**config.mk**
```make
export PLATFORM = sky130hd
export DESIGN_NAME = rerr_collector
export DESIGN_NICKNAME = d
export VERILOG_FILES = /design/src/rtl/rerr_pkg.sv /design/src/rtl/rerr_status_upd.sv /design/src/rtl/rerr_irq_gen.sv /design/src/rtl/rerr_collector.sv
export SDC_FILE = /design/constraint.sdc
export NUM_CORES = 1
export LEC_CHECK = 0
export BUFFER_PORTS_ARGS = -buffer_cell sky130_fd_sc_hd__buf_2
export CORE_ASPECT_RATIO = 0.7
export CORE_MARGIN = 2
export CORE_UTILIZATION = 34
export DETAILED_ROUTE_END_ITERATION = 8
export PLACE_DENSITY_LB_ADDON = 0.12
export SLEW_MARGIN = 20
export SYNTH_ARGS = -nofsm -noshare
export SYNTH_HDL_FRONTEND = slang
export SYNTH_SLANG_ARGS = --single-unit
```
**constraint.sdc**
```tcl
create_clock -name clk -period 1.4 [get_ports clk]
set_clock_uncertainty 0.2 [all_clocks]
set_input_delay 0.07 -clock clk [delete_from_list [all_inputs] [get_ports clk]]
set_output_delay 0.07 -clock clk [all_outputs]
set_load 0.01 [all_outputs]
```
**src/rtl/rerr_pkg.sv**
```systemverilog
package rerr_pkg;
  localparam int NUM_CLASS = 3;
  localparam int FLAG_W    = 7;

  typedef enum logic [1:0] {
    SEV_COR      = 2'd0,
    SEV_NONFATAL = 2'd1,
    SEV_FATAL    = 2'd2,
    SEV_NONE     = 2'd3
  } sev_e;

  // bit 0 is cor_rcv, bit 6 is fatal_rcv
  typedef struct packed {
    logic fatal_rcv;
    logic nonfatal_rcv;
    logic first_fatal;
    logic multi_uncor;
    logic uncor_rcv;
    logic multi_cor;
    logic cor_rcv;
  } rstat_t;
endpackage

```
**src/rtl/rerr_status_upd.sv**
```systemverilog
module rerr_status_upd
  import rerr_pkg::*;
(
  input  rstat_t              cur,
  input  logic [FLAG_W-1:0]   clr,
  input  logic                msg_valid,
  input  logic [1:0]          msg_sev,
  output rstat_t              nxt,
  output logic                cor_cap,
  output logic                unc_cap
);
  rstat_t cleared;
  logic   is_unc;

  always_comb begin
    cleared = rstat_t'(cur & ~clr);
    nxt     = cleared;
    cor_cap = 1'b0;
    unc_cap = 1'b0;
    is_unc  = 1'b0;
    if (msg_valid) begin
      case (sev_e'(msg_sev))
        SEV_COR: begin
          if (cleared.cor_rcv) nxt.multi_cor = 1'b1;
          else                 cor_cap = 1'b1;
          nxt.cor_rcv = 1'b1;
        end
        SEV_NONFATAL: begin
          nxt.nonfatal_rcv = 1'b1;
          is_unc = 1'b1;
        end
        SEV_FATAL: begin
          if (!cleared.uncor_rcv) nxt.first_fatal = 1'b1;
          nxt.fatal_rcv = 1'b1;
          is_unc = 1'b1;
        end
        default: ;
      endcase
      if (is_unc) begin
        if (cleared.uncor_rcv) nxt.multi_uncor = 1'b1;
        else                   unc_cap = 1'b1;
        nxt.uncor_rcv = 1'b1;
      end
    end
  end
endmodule

```
**src/rtl/rerr_irq_gen.sv**
```systemverilog
module rerr_irq_gen #(
  parameter int NCLS  = 3,
  parameter int VEC_W = 5
) (
  input  logic             clk,
  input  logic             rst,
  input  logic             msi_mode,
  input  logic [NCLS-1:0]  rcv_nxt,
  input  logic [NCLS-1:0]  en_nxt,
  input  logic [VEC_W-1:0] vec_nxt,
  output logic             irq_level,
  output logic             notify,
  output logic [VEC_W-1:0] notify_vec
);
  logic [NCLS-1:0] gated;
  logic            cond_nxt;
  logic            cond_q;

  for (genvar i = 0; i < NCLS; i++) begin : g_cls
    assign gated[i] = rcv_nxt[i] & en_nxt[i];
  end
  assign cond_nxt = |gated;

  always_ff @(posedge clk) begin
    if (rst) begin
      cond_q     <= 1'b0;
      irq_level  <= 1'b0;
      notify     <= 1'b0;
      notify_vec <= '0;
    end else begin
      cond_q    <= cond_nxt;
      irq_level <= !msi_mode && cond_nxt;
      notify    <= msi_mode && cond_nxt && !cond_q;
      if (msi_mode && cond_nxt && !cond_q) notify_vec <= vec_nxt;
    end
  end


  notify_single_chk: assert property (@(posedge clk) disable iff (rst)
    notify |=> !notify);
endmodule

```
**src/rtl/rerr_collector.sv**
```systemverilog
module rerr_collector
  import rerr_pkg::*;
#(
  parameter int VEC_W = 5,
  parameter int SRC_W = 16
) (
  input  logic             clk,
  input  logic             rst,
  input  logic             msi_mode,
  input  logic [VEC_W-1:0] vec_in,
  input  logic             msg_valid,
  input  logic [1:0]       msg_sev,
  input  logic [SRC_W-1:0] msg_src,
  input  logic             wr_en,
  input  logic             wr_sel,
  input  logic [31:0]      wr_data,
  input  logic [1:0]       rd_sel,
  output logic [31:0]      rd_data,
  output logic             irq_level,
  output logic             notify,
  output logic [VEC_W-1:0] notify_vec
);
  localparam int PAD_W = 32 - VEC_W - FLAG_W;

  logic [NUM_CLASS-1:0] cmd_q, cmd_nxt;
  rstat_t               stat_q, stat_nxt;
  logic [SRC_W-1:0]     csrc_q, usrc_q;
  logic [VEC_W-1:0]     vec_q;
  logic [FLAG_W-1:0]    clr;
  logic                 cor_cap, unc_cap;
  logic [NUM_CLASS-1:0] rcv_nxt;

  assign cmd_nxt = (wr_en && !wr_sel) ? wr_data[NUM_CLASS-1:0] : cmd_q;
  assign clr     = (wr_en && wr_sel) ? wr_data[FLAG_W-1:0] : '0;

  rerr_status_upd u_upd (
    .cur       (stat_q),
    .clr       (clr),
    .msg_valid (msg_valid),
    .msg_sev   (msg_sev),
    .nxt       (stat_nxt),
    .cor_cap   (cor_cap),
    .unc_cap   (unc_cap)
  );

  assign rcv_nxt = {stat_nxt.fatal_rcv, stat_nxt.nonfatal_rcv, stat_nxt.cor_rcv};

  rerr_irq_gen #(.NCLS(NUM_CLASS), .VEC_W(VEC_W)) u_irq (
    .clk        (clk),
    .rst        (rst),
    .msi_mode   (msi_mode),
    .rcv_nxt    (rcv_nxt),
    .en_nxt     (cmd_nxt),
    .vec_nxt    (vec_in),
    .irq_level  (irq_level),
    .notify     (notify),
    .notify_vec (notify_vec)
  );

  always_ff @(posedge clk) begin
    if (rst) begin
      cmd_q  <= '0;
      stat_q <= '0;
      csrc_q <= '0;
      usrc_q <= '0;
      vec_q  <= '0;
    end else begin
      cmd_q  <= cmd_nxt;
      stat_q <= stat_nxt;
      vec_q  <= vec_in;
      if (cor_cap) csrc_q <= msg_src;
      if (unc_cap) usrc_q <= msg_src;
    end
  end

  always_comb begin
    case (rd_sel)
      2'd0:    rd_data = {{(32-NUM_CLASS){1'b0}}, cmd_q};
      2'd1:    rd_data = {vec_q, {PAD_W{1'b0}}, stat_q};
      2'd2:    rd_data = {usrc_q, csrc_q};
      default: rd_data = '0;
    endcase
  end


  level_match_chk: assert property (@(posedge clk) disable iff (rst)
    irq_level == (!$past(msi_mode) &&
      ((stat_q.cor_rcv && cmd_q[0]) || (stat_q.nonfatal_rcv && cmd_q[1]) ||
       (stat_q.fatal_rcv && cmd_q[2]))));

  multi_cor_chk: assert property (@(posedge clk) disable iff (rst)
    $rose(stat_q.multi_cor) |-> $past(stat_q.cor_rcv));

  first_fatal_chk: assert property (@(posedge clk) disable iff (rst)
    $rose(stat_q.first_fatal) |-> (stat_q.fatal_rcv && stat_q.uncor_rcv));

  src_hold_chk: assert property (@(posedge clk) disable iff (rst)
    !msg_valid |=> ($stable(csrc_q) && $stable(usrc_q)));
endmodule

```
Word-level counts from Yosys, hierarchy flattened
Cells that the tools add are included.
Word-level totals
  register bits: 55
  bits of input ports: 63
  output and inout port bits: 39
  word-level logic and storage cells: 56
Operators by class
  eq/ne operators: 4
  mux-type cells: 20
  bitwise operators: 5
  reductions and logical operators: 12
Operators with widths (count)
  $pmux 32 s3: 1
  $mux 1: 14
  $mux 7: 2
  $and 7x7->7: 1
  $not 7->7: 1
  $logic_and 1x1->1: 5
  $eq 2x1->1 const B: 2
  $eq 2x2->1 const B: 2
  $logic_not 2->1: 2
  $mux 2: 2
  $and 1x1->1: 3
  $logic_not 1->1: 3
  $mux 3: 1
  $reduce_or 3->1: 1
  $reduce_or 2->1: 1

Logic depth before layout (Yosys ltp)
  depth after elaboration: 11
  mapped depth: 7
  mapped depth without buffers: 7

Hierarchy
Synthesis repeated with hierarchy kept, for this count alone.
Second synthesis, totals
  cells, all modules: 247
  area total of the unflattened synthesis: 2424.8 um^2
Modules (own cells, without submodules)
  rerr_collector: times used 1, cells an instance 190, area an instance 1914.3 um^2, seq. area each 940.9 um^2
  rerr_irq_gen: times used 1, cells an instance 31, area an instance 344.1 um^2, seq. area each 160.2 um^2
  rerr_status_upd: times used 1, cells an instance 26, area an instance 166.4 um^2, seq. area each 0.0 um^2

Worst setup path before layout
OpenSTA, ideal clock, no wires.
  kind: input to register
  from: input msg_sev[0]
  to: register u_irq.notify_vec[1]
  setup time: 0.069 ns
  data arrival time: 1.222 ns
  data required time: 1.131 ns
  path slack: -0.091 ns
  cell stages on the path: 7
  path buffers: 0
  path through: inv_1 > ha_1 > and2_2 > o211ai_1 > a2bb2oi_2 > o41a_1 > o21ai_1
Between the ends
  cells in the longest elaborated chain, start to end: 7
  elaborated cells between the ends (all ways): 13
  those cells by class: eq/ne: 2; mux: 4; bitwise: 3; reduce/logical: 4
RTL lines
  from (decl): line rerr_collector.sv:12  | input logic [1:0] msg_sev,
  $eq 2x1->1, or another cell as far along: line rerr_status_upd.sv:22  | case (sev_e'(msg_sev))
  $mux 1 / $mux 2 (equally long branches): line rerr_status_upd.sv:22
  $mux 7 *: line rerr_status_upd.sv:21  | if (msg_valid) begin
  $and 1x1->1: line rerr_irq_gen.sv:20  | assign gated[i] = rcv_nxt[i] & en_nxt[i];
  $reduce_or 3->1 *: line rerr_irq_gen.sv:22  | assign cond_nxt = |gated;
  $logic_and 1x1->1 * (2 in a row): line rerr_irq_gen.sv:34  | if (msi_mode && cond_nxt && !cond_q) notify_vec <= vec_nxt;
  to (signal assigned): line rerr_irq_gen.sv:34
  to (decl): line rerr_irq_gen.sv:13  | output logic [VEC_W-1:0] notify_vec
Mark *: on every way between the ends. The rest lies on a longest branch, timed or not.
A chain may end at the register's enable or synchronous reset.

Final worst setup path
  from: register stat_q[6] in the netlist's numbering
  to: output rd_data[6]
Between the ends
  cells in the longest elaborated chain, start to end: 1
RTL lines
  from (decl): line rerr_collector.sv:26  | rstat_t stat_q, stat_nxt;
  from (signal assigned): line rerr_collector.sv:69  | stat_q <= stat_nxt;
  $pmux 32 s3: line rerr_collector.sv:77  | case (rd_sel)
  to (decl): line rerr_collector.sv:18  | output logic [31:0] rd_data,
No other way between the ends.

==> results <==
- The final-report max-slew violation count is 0.
- The final non-filler cell total is 509.
- After layout, the worst setup slack is -2.58 ps.
- Setup violations remaining at the end of the flow were counted as 1.
- The count of placed standard cells including taps is 473.
- The via count of the first global-routing pass is 2332.
- The net count after synthesis is around 360.
- The reg-to-reg critical path startpoint is cmd_q[0].
- The number of inserted diodes is 0.
- The aggregate global-route resource usage is between 15 and 20%.
- The relative contribution of sequential cells to total power is 52.6%.
- Combinational logic burns 18.0% of the power.
- The final reports fail on negative hold slack, negative setup slack.
- Across all register-to-register paths, the minimum setup slack is roughly 20 ps.
- The worst register-to-register path has a depth of 5.
- The share of synthesized area occupied by flip-flops and latches is between 40% and 50%.
- The CTS tree is done.
- The initial antenna violation count is 0.
- The floorplan has 25 rows.
- The area growth from synthesis to layout is 49.2%.
- The mean instance size in the synthesized netlist is a little over 8 µm².
- The synthesized netlist contains 30 unique library cells.
- The endpoint of the worst register-to-register path is u_irq.notify_vec[3].
- The final cell utilization of the core is a little over half.
- The per-cell routed wire length is ~13 µm.
- The core area is between 6000 and 7000 µm².
- The antenna violation net count after detailed routing is 0.
- The switching share of power is ~27%.
- Of the total power, the clock network draws 29.4%.
- In the synthesized netlist the dominant register cell turns out to be sky130_fd_sc_hd__dfxtp_1.
- Summing internal, switching and leakage power gives about 3200 µW.
- The worst slack on hold paths is -144 ps.
- The later pin in the worst-skew pair is clocked with a latency of 310 ps.
- Setup repair after global routing could not meet its margin everywhere.
- The number of buffers on the longest clock path is 2.
- For this run, the detailed router's first-pass iteration total came to 4.
- The number of violations of the max-capacitance limit is 0.
- The residual overflow from global routing is 0.
- The total die area is 7660 µm².
- The die is 104 µm wide.
- The CTS buffer count is 5.
- The tree built by TritonCTS fans out to 55 sinks.
- In this run the power density over the cells is between 900 and 1000 nW/µm².
- For the final routed database, the setup TNS stands at -2.58 ps.
- In the routed layout, each cell is associated on average with a via count of around 4.7.
- The post-CTS clock slew at the launch and capture registers of the worst setup and hold paths is roughly 100 ps.
- The endpoint with the worst hold slack is cmd_q[1].
- The final wirelength is roughly 6.5 mm.
- The highest attainable clock frequency is ~0.71 GHz.
- The number of enable-type register cells in the synthesized netlist is 0.
- In the routed design, unresolved DRC markers number 0.
- During placement, the flow inserted port buffers numbering 76.
- For the worst setup path, the data required time is 1130 ps.
- The combined area of all synthesized cells is around 2400 µm².
- The initial core utilization is 35.0%.
- The final net count is 480.
- The total internal power is between 2000 and 2500 µW.
- The capturing element type of the critical path is an output port.
- In this run the tightest slew margin relative to its limit is a little under three quarters.
- The weighted congestion reported at the end of routability-driven placement is ~0.76.
- The clock root buffer is sky130_fd_sc_hd__clkbuf_8.
- The class of the worst hold path is input port to flip-flop.
- The peak fanout along the critical path is 2.
- The count of fill cells added during filler insertion is roughly 700.
- The minimum clock period after layout is about 1400 ps.
- The wire length of the first global-routing pass is about 11 mm.
- Counting instances, the worst hold path has a depth of 3.
- For the worst setup path, the data arrival time is 1130 ps.
- The worst hold path begins at wr_data[1].
- After clock tree synthesis, the flow added hold-fix buffers numbering 28.
- The count of endpoints failing hold in the final timing report came to 3.
- The via count is 2369.
- Entering global routing, the biggest net connects 33 pins.
- Summed over all nets, the half-perimeter wirelength after detailed placement is 4.74 mm.
- The die extent in y is ~74 µm.
- For this run, the number of Yosys warnings is 0.
- The I/O pin count is around 100.
- The flow ran to the end, but the final reports show violations.
- Across the VDD grid, the largest voltage drop is between 0.0005 and 0.0006 V.
- STA classifies the critical path startpoint as a flip-flop.
- The switching component of the power is roughly 860 µW.
- The first routing iteration left 66 violations.
- The post-synthesis register bit count is 55.
- For this design the static power due to leakage is approximately 0.0015 µW.
- The fraction of final layout cells sized beyond drive strength 1 is 32.5%.
- The cell count after synthesis is a little under 300.
- The part of the cycle the worst path needs is 100%.
- Prior to clock tree synthesis, the placed netlist has a worst setup slack of -263 ps.
- The fraction of synthesis flops using an asynchronous set or reset pin is 0%.
- The H-tree was split into 2 levels.
- The pin slew with the least headroom to its limit is between 400 and 500 ps.
- The worst setup path is of the flip-flop to output port kind.
-- critical path, cell delays in order, from the launching register on --
cell and delay [ps]:
sky130_fd_sc_hd__dfxtp_2 350, sky130_fd_sc_hd__buf_6 120, sky130_fd_sc_hd__a22o_1 210, sky130_fd_sc_hd__buf_2 140
-- cells in the final DEF (no fill, tap or decap), drive strengths merged --
cell type    instances
clkbuf               7
o41a                 4
o211ai               1
ha                   3
o311ai               1
nand3                9
nor3                 2
inv                  7
clkinv               1
and2                23
nand3b               1
a2bb2oi              1
dfxtp               55
mux2i                5
a22oi                2
a21oi               40
nor2b                8
o21ai                7
a21boi               1
a22o                 9
nor2                13
o22ai                1
nand2b               2
dlygate4sd3         28
buf                101
nand2               83
-- through the flow --
stage               cell area [µm²]  hold WS (ps)
floorplan                      2390         -60.3
global placement               3080          66.3
detailed placement             3080          73.7
CTS                            3490          -142
global route                   3530          -140
finish                         3530          -144
-- registers in the layout (all words and copies together) (netlist names) --
register / cells
vec_q: 5
stat_q: 7
cmd_q: 3
u_irq.irq_level: 1
u_irq.cond_q: 1
u_irq.notify_vec: 5
u_irq.notify: 1
usrc_q: 16
csrc_q: 16
-- synth_stat cells, drive strengths merged, types with 3 or more instances --
master | count | area, µm²
a21oi | 40 | 208
a22o | 9 | 78.8
and2 | 23 | 146
buf | 5 | 23.8
clkbuf | 9 | 33.8
dfxtp | 55 | 1100
ha | 3 | 37.5
inv | 7 | 26.3
mux2i | 5 | 50.1
nand2 | 83 | 312
nand3 | 9 | 45.0
nor2 | 13 | 51.3
nor2b | 8 | 50.1
o21ai | 7 | 35.0
o41a | 4 | 45.0
-- per-layer routing --
| metal | track usage (%) | wire length [µm] | up-vias |
|---|---|---|---|
| met3 | 4.35 | 309 | 7 |
| met5 | 0 | 0 | - |
| met1 | 22.7 | 3300 | 1095 |
| met4 | 5.11 | 72 | 0 |
| li1 | - | - | 1215 |
| met2 | 28.7 | 2860 | 52 |
-- final cells by class --
cell class                 count  area [µm²]  share of cell area, %
multi-input combinational    216        1250                   35.4
clock inverter                 1        8.76                  0.248
timing repair buffer         129         925                   26.2
tap                           94         118                   3.33
clock buffer                   7        86.3                   2.45
inverter                       7        33.8                  0.957
sequential                    55        1110                   31.4
-- how the worst max path moves through the flow --
stage,to,startpoint,cells past startpoint
after floorplan,u_irq.notify_vec[1],msg_sev[0],7
after global placement,u_irq.notify_vec[1],msg_sev[0],8
after detailed placement,u_irq.notify_vec[1],msg_sev[0],8
after CTS,rd_data[2],cmd_q[2],4
after global routing,u_irq.notify_vec[3],cmd_q[1],5
final,rd_data[6],stat_q[6],3
-- power by group through the flow --
stage | logic [µW] | clock network, µW | registers [µW]
6_report | 577 | 942 | 1680
5_1_grt | 635 | 1040 | 1690
4_1_cts | 564 | 968 | 1680
3_5_place_dp | 494 | 0 | 1710
3_3_place_gp | 490 | 0 | 1710
2_1_floorplan | 243 | 0 | 1710
-- cell families (layout without fill, tap and decap cells) --
logic type	Yosys count	count (layout)	share of synthesized area, %
AOI/OAI and AO/OA	67	67	19.0
adders and majority gates	3	3	1.59
buffers and inverters	21	144	3.54
DFF	55	55	46.5
muxes	5	5	2.11
and+or+nand+nor	141	141	27.2
-- repair_timing --
action / in CTS / in global routing
endpoints found under the setup margin: 13 / 7
gates resized for setup: 13 / 11
endpoints found under the hold margin: 52 / 2
pin swaps: 3 / 8
setup buffers: 1 / 2
Power figures use the tool's default switching activity.
